## config.mk

```make
export PLATFORM = sky130hd
export DESIGN_NAME = burst_addr_gen
export DESIGN_NICKNAME = d
export VERILOG_FILES = /design/src/rtl/burst_pkg.sv /design/src/rtl/burst_len_dec.sv /design/src/rtl/burst_col_order.sv /design/src/rtl/burst_addr_gen.sv
export SDC_FILE = /design/constraint.sdc
export NUM_CORES = 1
export LEC_CHECK = 0
export ABC_CLOCK_PERIOD_IN_PS = 2800
export BUFFER_PORTS_ARGS = -buffer_cell sky130_fd_sc_hd__buf_2
export CAP_MARGIN = 20
export CORE_UTILIZATION = 45
export DETAILED_ROUTE_END_ITERATION = 8
export HOLD_SLACK_MARGIN = 0.02
export PLACE_DENSITY = 0.67
export SLEW_MARGIN = 20
export SYNTH_ARGS = -nofsm -noshare
export SYNTH_HDL_FRONTEND = slang
export SYNTH_SLANG_ARGS = --single-unit
```

## constraint.sdc

```tcl
create_clock -name clk -period 2.8 [get_ports clk]
set_input_delay 0.14 -clock clk [delete_from_list [all_inputs] [get_ports clk]]
set_output_delay 0.14 -clock clk [all_outputs]
set_load 0.02 [all_outputs]
```

## src/rtl/burst_pkg.sv

```systemverilog
package burst_pkg;

    localparam int COL_W_DEF = 9;

    typedef enum logic [2:0] {
        BL_ONE   = 3'b000,
        BL_TWO   = 3'b001,
        BL_FOUR  = 3'b010,
        BL_EIGHT = 3'b011,
        BL_PAGE  = 3'b111
    } bl_code_e;

endpackage

```

## src/rtl/burst_len_dec.sv

```systemverilog
module burst_len_dec #(
    parameter int COL_W = burst_pkg::COL_W_DEF
) (
    input  logic [2:0]       bl_code,
    input  logic             is_wr,
    input  logic             wr_single,
    output logic [COL_W-1:0] len_mask,
    output logic             len_full
);
    import burst_pkg::*;

    logic [COL_W-1:0] mask_raw;
    logic             full_raw;

    always_comb begin
        mask_raw = '0;
        full_raw = 1'b0;
        case (bl_code_e'(bl_code))
            BL_TWO:   mask_raw = COL_W'(1);
            BL_FOUR:  mask_raw = COL_W'(3);
            BL_EIGHT: mask_raw = COL_W'(7);
            BL_PAGE: begin
                mask_raw = '1;
                full_raw = 1'b1;
            end
            default:  mask_raw = '0;
        endcase
    end

    // forcing single-beat writes overrides every length code
    always_comb begin
        if (is_wr && wr_single) begin
            len_mask = '0;
            len_full = 1'b0;
        end else begin
            len_mask = mask_raw;
            len_full = full_raw;
        end
    end

endmodule

```

## src/rtl/burst_col_order.sv

```systemverilog
module burst_col_order #(
    parameter int COL_W = burst_pkg::COL_W_DEF
) (
    input  logic [COL_W-1:0] base_col,
    input  logic [COL_W-1:0] beat_cnt,
    input  logic [COL_W-1:0] len_mask,
    input  logic             ilv,
    output logic [COL_W-1:0] col
);
    logic [COL_W-1:0] seq_sum;
    logic [COL_W-1:0] ilv_xor;

    assign seq_sum = base_col + beat_cnt;
    assign ilv_xor = base_col ^ beat_cnt;

    for (genvar gi = 0; gi < COL_W; gi++) begin : g_bit
        always_comb begin
            if (!len_mask[gi]) begin
                col[gi] = base_col[gi];
            end else if (ilv) begin
                col[gi] = ilv_xor[gi];
            end else begin
                col[gi] = seq_sum[gi];
            end
        end
    end

endmodule

```

## src/rtl/burst_addr_gen.sv

```systemverilog
module burst_addr_gen #(
    parameter int COL_W = burst_pkg::COL_W_DEF
) (
    input  logic             clk,
    input  logic             rst_n,
    input  logic             clk_en,
    input  logic             start,
    input  logic [COL_W-1:0] start_col,
    input  logic             start_wr,
    input  logic             term,
    input  logic [2:0]       mode_bl,
    input  logic             mode_ilv,
    input  logic             mode_wsingle,
    output logic [COL_W-1:0] col_out,
    output logic             col_valid,
    output logic             col_last
);
    typedef struct packed {
        logic             valid;
        logic             full;
        logic             ilv;
        logic [COL_W-1:0] base;
        logic [COL_W-1:0] cnt;
        logic [COL_W-1:0] mask;
    } burst_st_t;

    burst_st_t        st_d, st_q;
    logic [COL_W-1:0] dec_mask;
    logic             dec_full;
    logic [COL_W-1:0] ord_col;
    logic             at_end;

    burst_len_dec #(.COL_W(COL_W)) u_len (
        .bl_code   (mode_bl),
        .is_wr     (start_wr),
        .wr_single (mode_wsingle),
        .len_mask  (dec_mask),
        .len_full  (dec_full)
    );

    burst_col_order #(.COL_W(COL_W)) u_order (
        .base_col (st_q.base),
        .beat_cnt (st_q.cnt),
        .len_mask (st_q.mask),
        .ilv      (st_q.ilv),
        .col      (ord_col)
    );

    assign at_end = st_q.valid && !st_q.full && (st_q.cnt == st_q.mask);

    always_comb begin
        st_d = st_q;
        if (clk_en) begin
            if (start) begin
                st_d.valid = 1'b1;
                st_d.full  = dec_full;
                st_d.ilv   = mode_ilv && !dec_full;
                st_d.base  = start_col;
                st_d.cnt   = '0;
                st_d.mask  = dec_mask;
            end else if (term) begin
                st_d.valid = 1'b0;
            end else if (st_q.valid) begin
                if (at_end) begin
                    st_d.valid = 1'b0;
                end else begin
                    st_d.cnt = st_q.cnt + COL_W'(1);
                end
            end
        end
    end

    always_ff @(posedge clk or negedge rst_n) begin
        if (!rst_n) begin
            st_q <= '0;
        end else begin
            st_q <= st_d;
        end
    end

    assign col_valid = st_q.valid;
    assign col_last  = at_end;
    assign col_out   = st_q.valid ? ord_col : '0;

endmodule

```

-- Yosys cells after proc, flatten, opt, wreduce, memory -nomap -nowiden
Cells that the tools add are included.
W data, S select, Z words.
- logic and storage cells: 56
- output and inout port bits: 11
- bits of input ports: 20
- flip-flop bits (word level): 30
- mux-type cells: 31
- bitwise logic cells: 1
- add/subtract/negate cells: 2
- eq/ne operators: 7
- reductions and logical operators: 9
- operators with widths (kind ; count):
    $mux W9 ; 6
    $pmux W9 S4 ; 1
    $mux W1 ; 24
    $add A9 B1 Y9 const B ; 1
    $add A9 B9 Y9 ; 1
    $eq A9 B9 Y1 ; 1
    $xor A9 B9 Y9 ; 1
    $eq A3 B2 Y1 const B ; 2
    $logic_and A1 B1 Y1 ; 4
    $ne A2 B2 Y1 const B ; 2
    $reduce_and A4 Y1 ; 1
    $eq A3 B1 Y1 const B ; 1
    $eq A3 B3 Y1 const B ; 1
    $logic_not A1 Y1 ; 2
    $reduce_and A2 Y1 ; 1
    $reduce_bool A2 Y1 ; 1

-- Depth between registers and ports, before layout
- depth in word-level cells: 7
- mapped depth: 8
- gate-level depth less buffers: 8

-- By module
A second synthesis with hierarchy kept.
- cell total of the unflattened synthesis: 232
- area, all modules: 2210.9 µm²
- modules (own cells, without submodules) (module ; sequential area each (µm²) ; area each (µm²) ; instances ; cells an instance):
    burst_addr_gen ; 750.7 ; 1634.1 ; 1 ; 153
    burst_col_order ; 0.0 ; 469.2 ; 1 ; 64
    burst_len_dec ; 0.0 ; 107.6 ; 1 ; 15

-- Least setup slack after synthesis
Ideal clock, no wire load.
- kind: register to output
- start: register st_q[9] (netlist bit)
- end: output col_out[8]
- required time: 2660 ps
- slack: 11 ps
- data arrival time: 2649 ps
- buffers on the path: 0
- stages on the path, launching flop included: 9
- path through: dfrtp_1 ha_1 fa_1 a211oi_1 nor3_1 a41o_1 or4_1 nand3_1 mux2i_1
- word-level cells in the longest chain between the ends: 4
- ends and longest elaborated chain (what ; RTL line ; text):
    start: declaration ; burst_addr_gen.sv:27 ; burst_st_t st_d, st_q;
    start signal: assignment ; burst_addr_gen.sv:77 ; st_q <= st_d;
    $add A9 B9 Y9 ; burst_col_order.sv:13 ; assign seq_sum = base_col + beat_cnt;
    $mux W1 ; burst_col_order.sv:20 ; end else if (ilv) begin
    $mux W1 ; burst_col_order.sv:18 ; if (!len_mask[gi]) begin
    $mux W9 ; burst_addr_gen.sv:83 ; assign col_out = st_q.valid ? ord_col : '0;
    end: declaration ; burst_addr_gen.sv:14 ; output logic [COL_W-1:0] col_out,
Every way passes these cells.

-- Worst setup path in the final report
Same ends and word-level chain as after synthesis.

==> impl_metrics.env <==
export IMPL_p_leak_uw=0.000974
export IMPL_cts_made_buffers=3
export IMPL_drcViolationCount=0
export IMPL_rows=22
export IMPL_n_fill_cell=354
export IMPL_power_density_nw_per_um2=566
export IMPL_skew_ns=0.00240
export IMPL_track_usage=0.204
export IMPL_fin_ws_ns=-0.0159
export IMPL_cp_end_kind="output port"
export IMPL_drt_first_pass_iters=4
export IMPL_required_ns=2.66
export IMPL_ant_nets=0
export IMPL_min_period_over_period=1.01
export IMPL_dp_cells=258
export IMPL_cts_buffer_depth=2
export IMPL_clk_pin_slew_worst_paths_ns=0.09
export IMPL_setup_tns_ns=-0.0159
export IMPL_io_pins=31
export IMPL_synth_cell_types=46
export IMPL_ir_drop_v=0.000256
export IMPL_antenna_found_initial=0
export IMPL_io_buffers=30
export IMPL_violations="negative setup slack"
export IMPL_drt_total_wl_mm=3.98
export IMPL_rsz0062_at_grt="true"
export IMPL_via_count=1498
export IMPL_drt_iter0_drc=80
export IMPL_ys_dominant_reg_cell="dfrtp_1"
export IMPL_syn_to_final_growth_pct=18.4
export IMPL_cts_sinks=25
export IMPL_grt_first_pass_wirelength_mm=6.37
export IMPL_gr_total_overflow=0
export IMPL_synth_edf_count=0
export IMPL_h_tree_depth=1
export IMPL_p_total_uw=1170
export IMPL_via_per_inst=5.67
export IMPL_antennaDiodeCount=0
export IMPL_period_minus_slack_ns=2.82
export IMPL_maxSlewViolCount=0
export IMPL_synth_async_reset_ratio=1.00
export IMPL_setup_viol=1
export IMPL_yosysTopAreaCell="dfrtp_1"
export IMPL_cts_root_buf="clkbuf_8"
export IMPL_worst_skew_pair_late_latency_ns=0.28
export IMPL_reg2reg_depth=6
export IMPL_die_area_um2=4120
export IMPL_ys_warn_count=0
export IMPL_yosysSeqAreaShare=0.359
export IMPL_start_util=0.472
export IMPL_cts_tree="built"
export IMPL_hold_class="in -> reg"
export IMPL_drive_gt1_frac=0.287
export IMPL_chipHeight_um=64.2
export IMPL_hold_depth=2
export IMPL_die_x_um=64.2
export IMPL_core_area_um2=3690
export IMPL_fin_cells=264
export IMPL_cp_arrival_ns=2.68
export IMPL_synthCells=181
export IMPL_synth_top_area_share=0.359
export IMPL_dp_hpwl_mm=2.86
export IMPL_tightest_slew_ns=0.904
export IMPL_cap_viol_max_count=0
export IMPL_outcome="finished, violations left"
export IMPL_wl_per_cell_um=15.1
export IMPL_synth_seq_cells=25
export IMPL_grt_pass1_vias=1402
export IMPL_gp_congestion=0.960
export IMPL_avgSynthCellArea_um2=9.62
export IMPL_finalHoldViolations=0
export IMPL_fmax_mhz=355
export IMPL_synth_fp_nets=211
export IMPL_fin_nets=247
export IMPL_crit_fanout=2
export IMPL_finish_instance_area_um2=2060
export IMPL_placed_cell_area_um2=1970
export IMPL_grt_max_degree=27
export IMPL_maxSlewHeadroom=0.396
export IMPL_path_class="reg -> out"
export IMPL_syn_area_um2=1740
export IMPL_critPathLaunchType="flip-flop"
export IMPL_synthTopCellsByArea="dfrtp_1, ha_1, mux2_2, xnor2_1, nand2_1"
==> layout make-up <==
cell class / instances / area [µm²] / area share
multi-input cells: 141 / 1080 / 0.523
clock buffers: 4 / 45.0 / 0.0219
repair buffers: 39 / 225 / 0.109
flip-flops and latches: 25 / 626 / 0.304
well taps: 48 / 60.1 / 0.0291
inverters: 7 / 26.3 / 0.0128
==> repair_timing <==
item                       4_1_cts  5_1_grt
gates resized for setup          6        3
hold endpoints to repair        25        0
setup endpoints to repair        2        2
setup buffers                    1        0
pin swaps                        1        1
hold buffers                     1        0
==> critical path, stage by stage (launching register included) <==
cell,delay [ns]
dfrtp_1,0.39
ha_2,0.20
fa_2,0.35
a211oi_2,0.22
nor3_1,0.08
a41o_1,0.20
or4_4,0.53
nand3_2,0.08
mux2i_1,0.18
buf_4,0.16
==> stage by stage <==
step	setup WS, ns	util	hold slack (ns)
detailed placement	0.108	0.534	0.175
CTS	-0.0297	0.556	0.0844
floorplan	0.0114	-	-0.156
global route	-0.121	0.559	0.0808
global placement	0.108	0.534	0.165
finish	-0.0159	0.559	0.0875
==> path summary, 6_finish.rpt <==
kind / from / end / slack (ns)
worst max-delay path: st_q[9]$_DFFE_PN0P_ / col_out[8] / -0.02
worst min-delay path: start_col[2] / st_q[20]$_DFFE_PN0P_ / 0.09
worst max register to register: st_q[15]$_DFFE_PN0P_ / st_q[13]$_DFFE_PN0P_ / 0.64
worst min register to register: st_q[28]$_DFFE_PN0P_ / st_q[28]$_DFFE_PN0P_ / 0.50
max in group asynchronous: rst_n / st_q[7]$_DFFE_PN0P_ / 2.04
min in group asynchronous: rst_n / st_q[11]$_DFFE_PN0P_ / 0.39
==> power breakdown <==
part           leakage [µW]  switching (µW)  internal [µW]
registers          0.000319            43.7            407
clock network     0.0000228             122            102
logic              0.000632             270            222
==> flip-flops by register name, indices dropped and copies added (netlist names) <==
register   count
st_q          24
col_valid      1
==> synth_stat cells (all sizes together), types with 2 or more instances <==
master	number
a2111oi	2
a21o	2
a21oi	6
buf	2
clkbuf	6
dfrtp	25
ha	9
inv	7
mux2	9
mux2i	7
nand2	23
nand2b	2
nand3	7
nand3b	3
nand4	3
nor2	4
nor2b	7
nor3	4
nor4	3
nor4b	3
o211a	4
o21ai	9
o22ai	3
or4	2
xnor2	10
xor2	3
==> kinds of logic (layout without fill, tap and decap cells) <==
group	after synthesis	after routing	synth area share
buffers and inverters	15	50	0.0352
adders and majority gates	11	11	0.0820
muxes	16	16	0.0985
and+or+nand+nor	66	66	0.208
AOI/OAI and AO/OA	35	35	0.151
xor gates and xnor gates	13	13	0.0654
DFF	25	25	0.359
==> per-layer routing <==
layer | vias to the layer above | share of wire | global-route usage
met5 | - | 0 | 0
met1 | 717 | 0.44 | 0.253
li1 | 732 | - | -
met3 | 7 | 0.039 | 0.0339
met4 | 0 | 0.020 | 0.0972
met2 | 42 | 0.50 | 0.346
==> layout by cell type, fill, tap and decap left out, drive strengths merged, types with 3 or more instances in the layout <==
cell type	instances
inv	7
nor2	4
nor4	3
xor2	3
mux2i	7
nand2	23
a21oi	6
nor3	4
nand4	3
o21ai	9
nand3b	3
nand3	7
ha	9
xnor2	10
dfrtp	25
buf	38
nor4b	3
mux2	9
clkbuf	4
o211a	4
o22ai	3
nor2b	7
(Power assumes the default switching activity.)
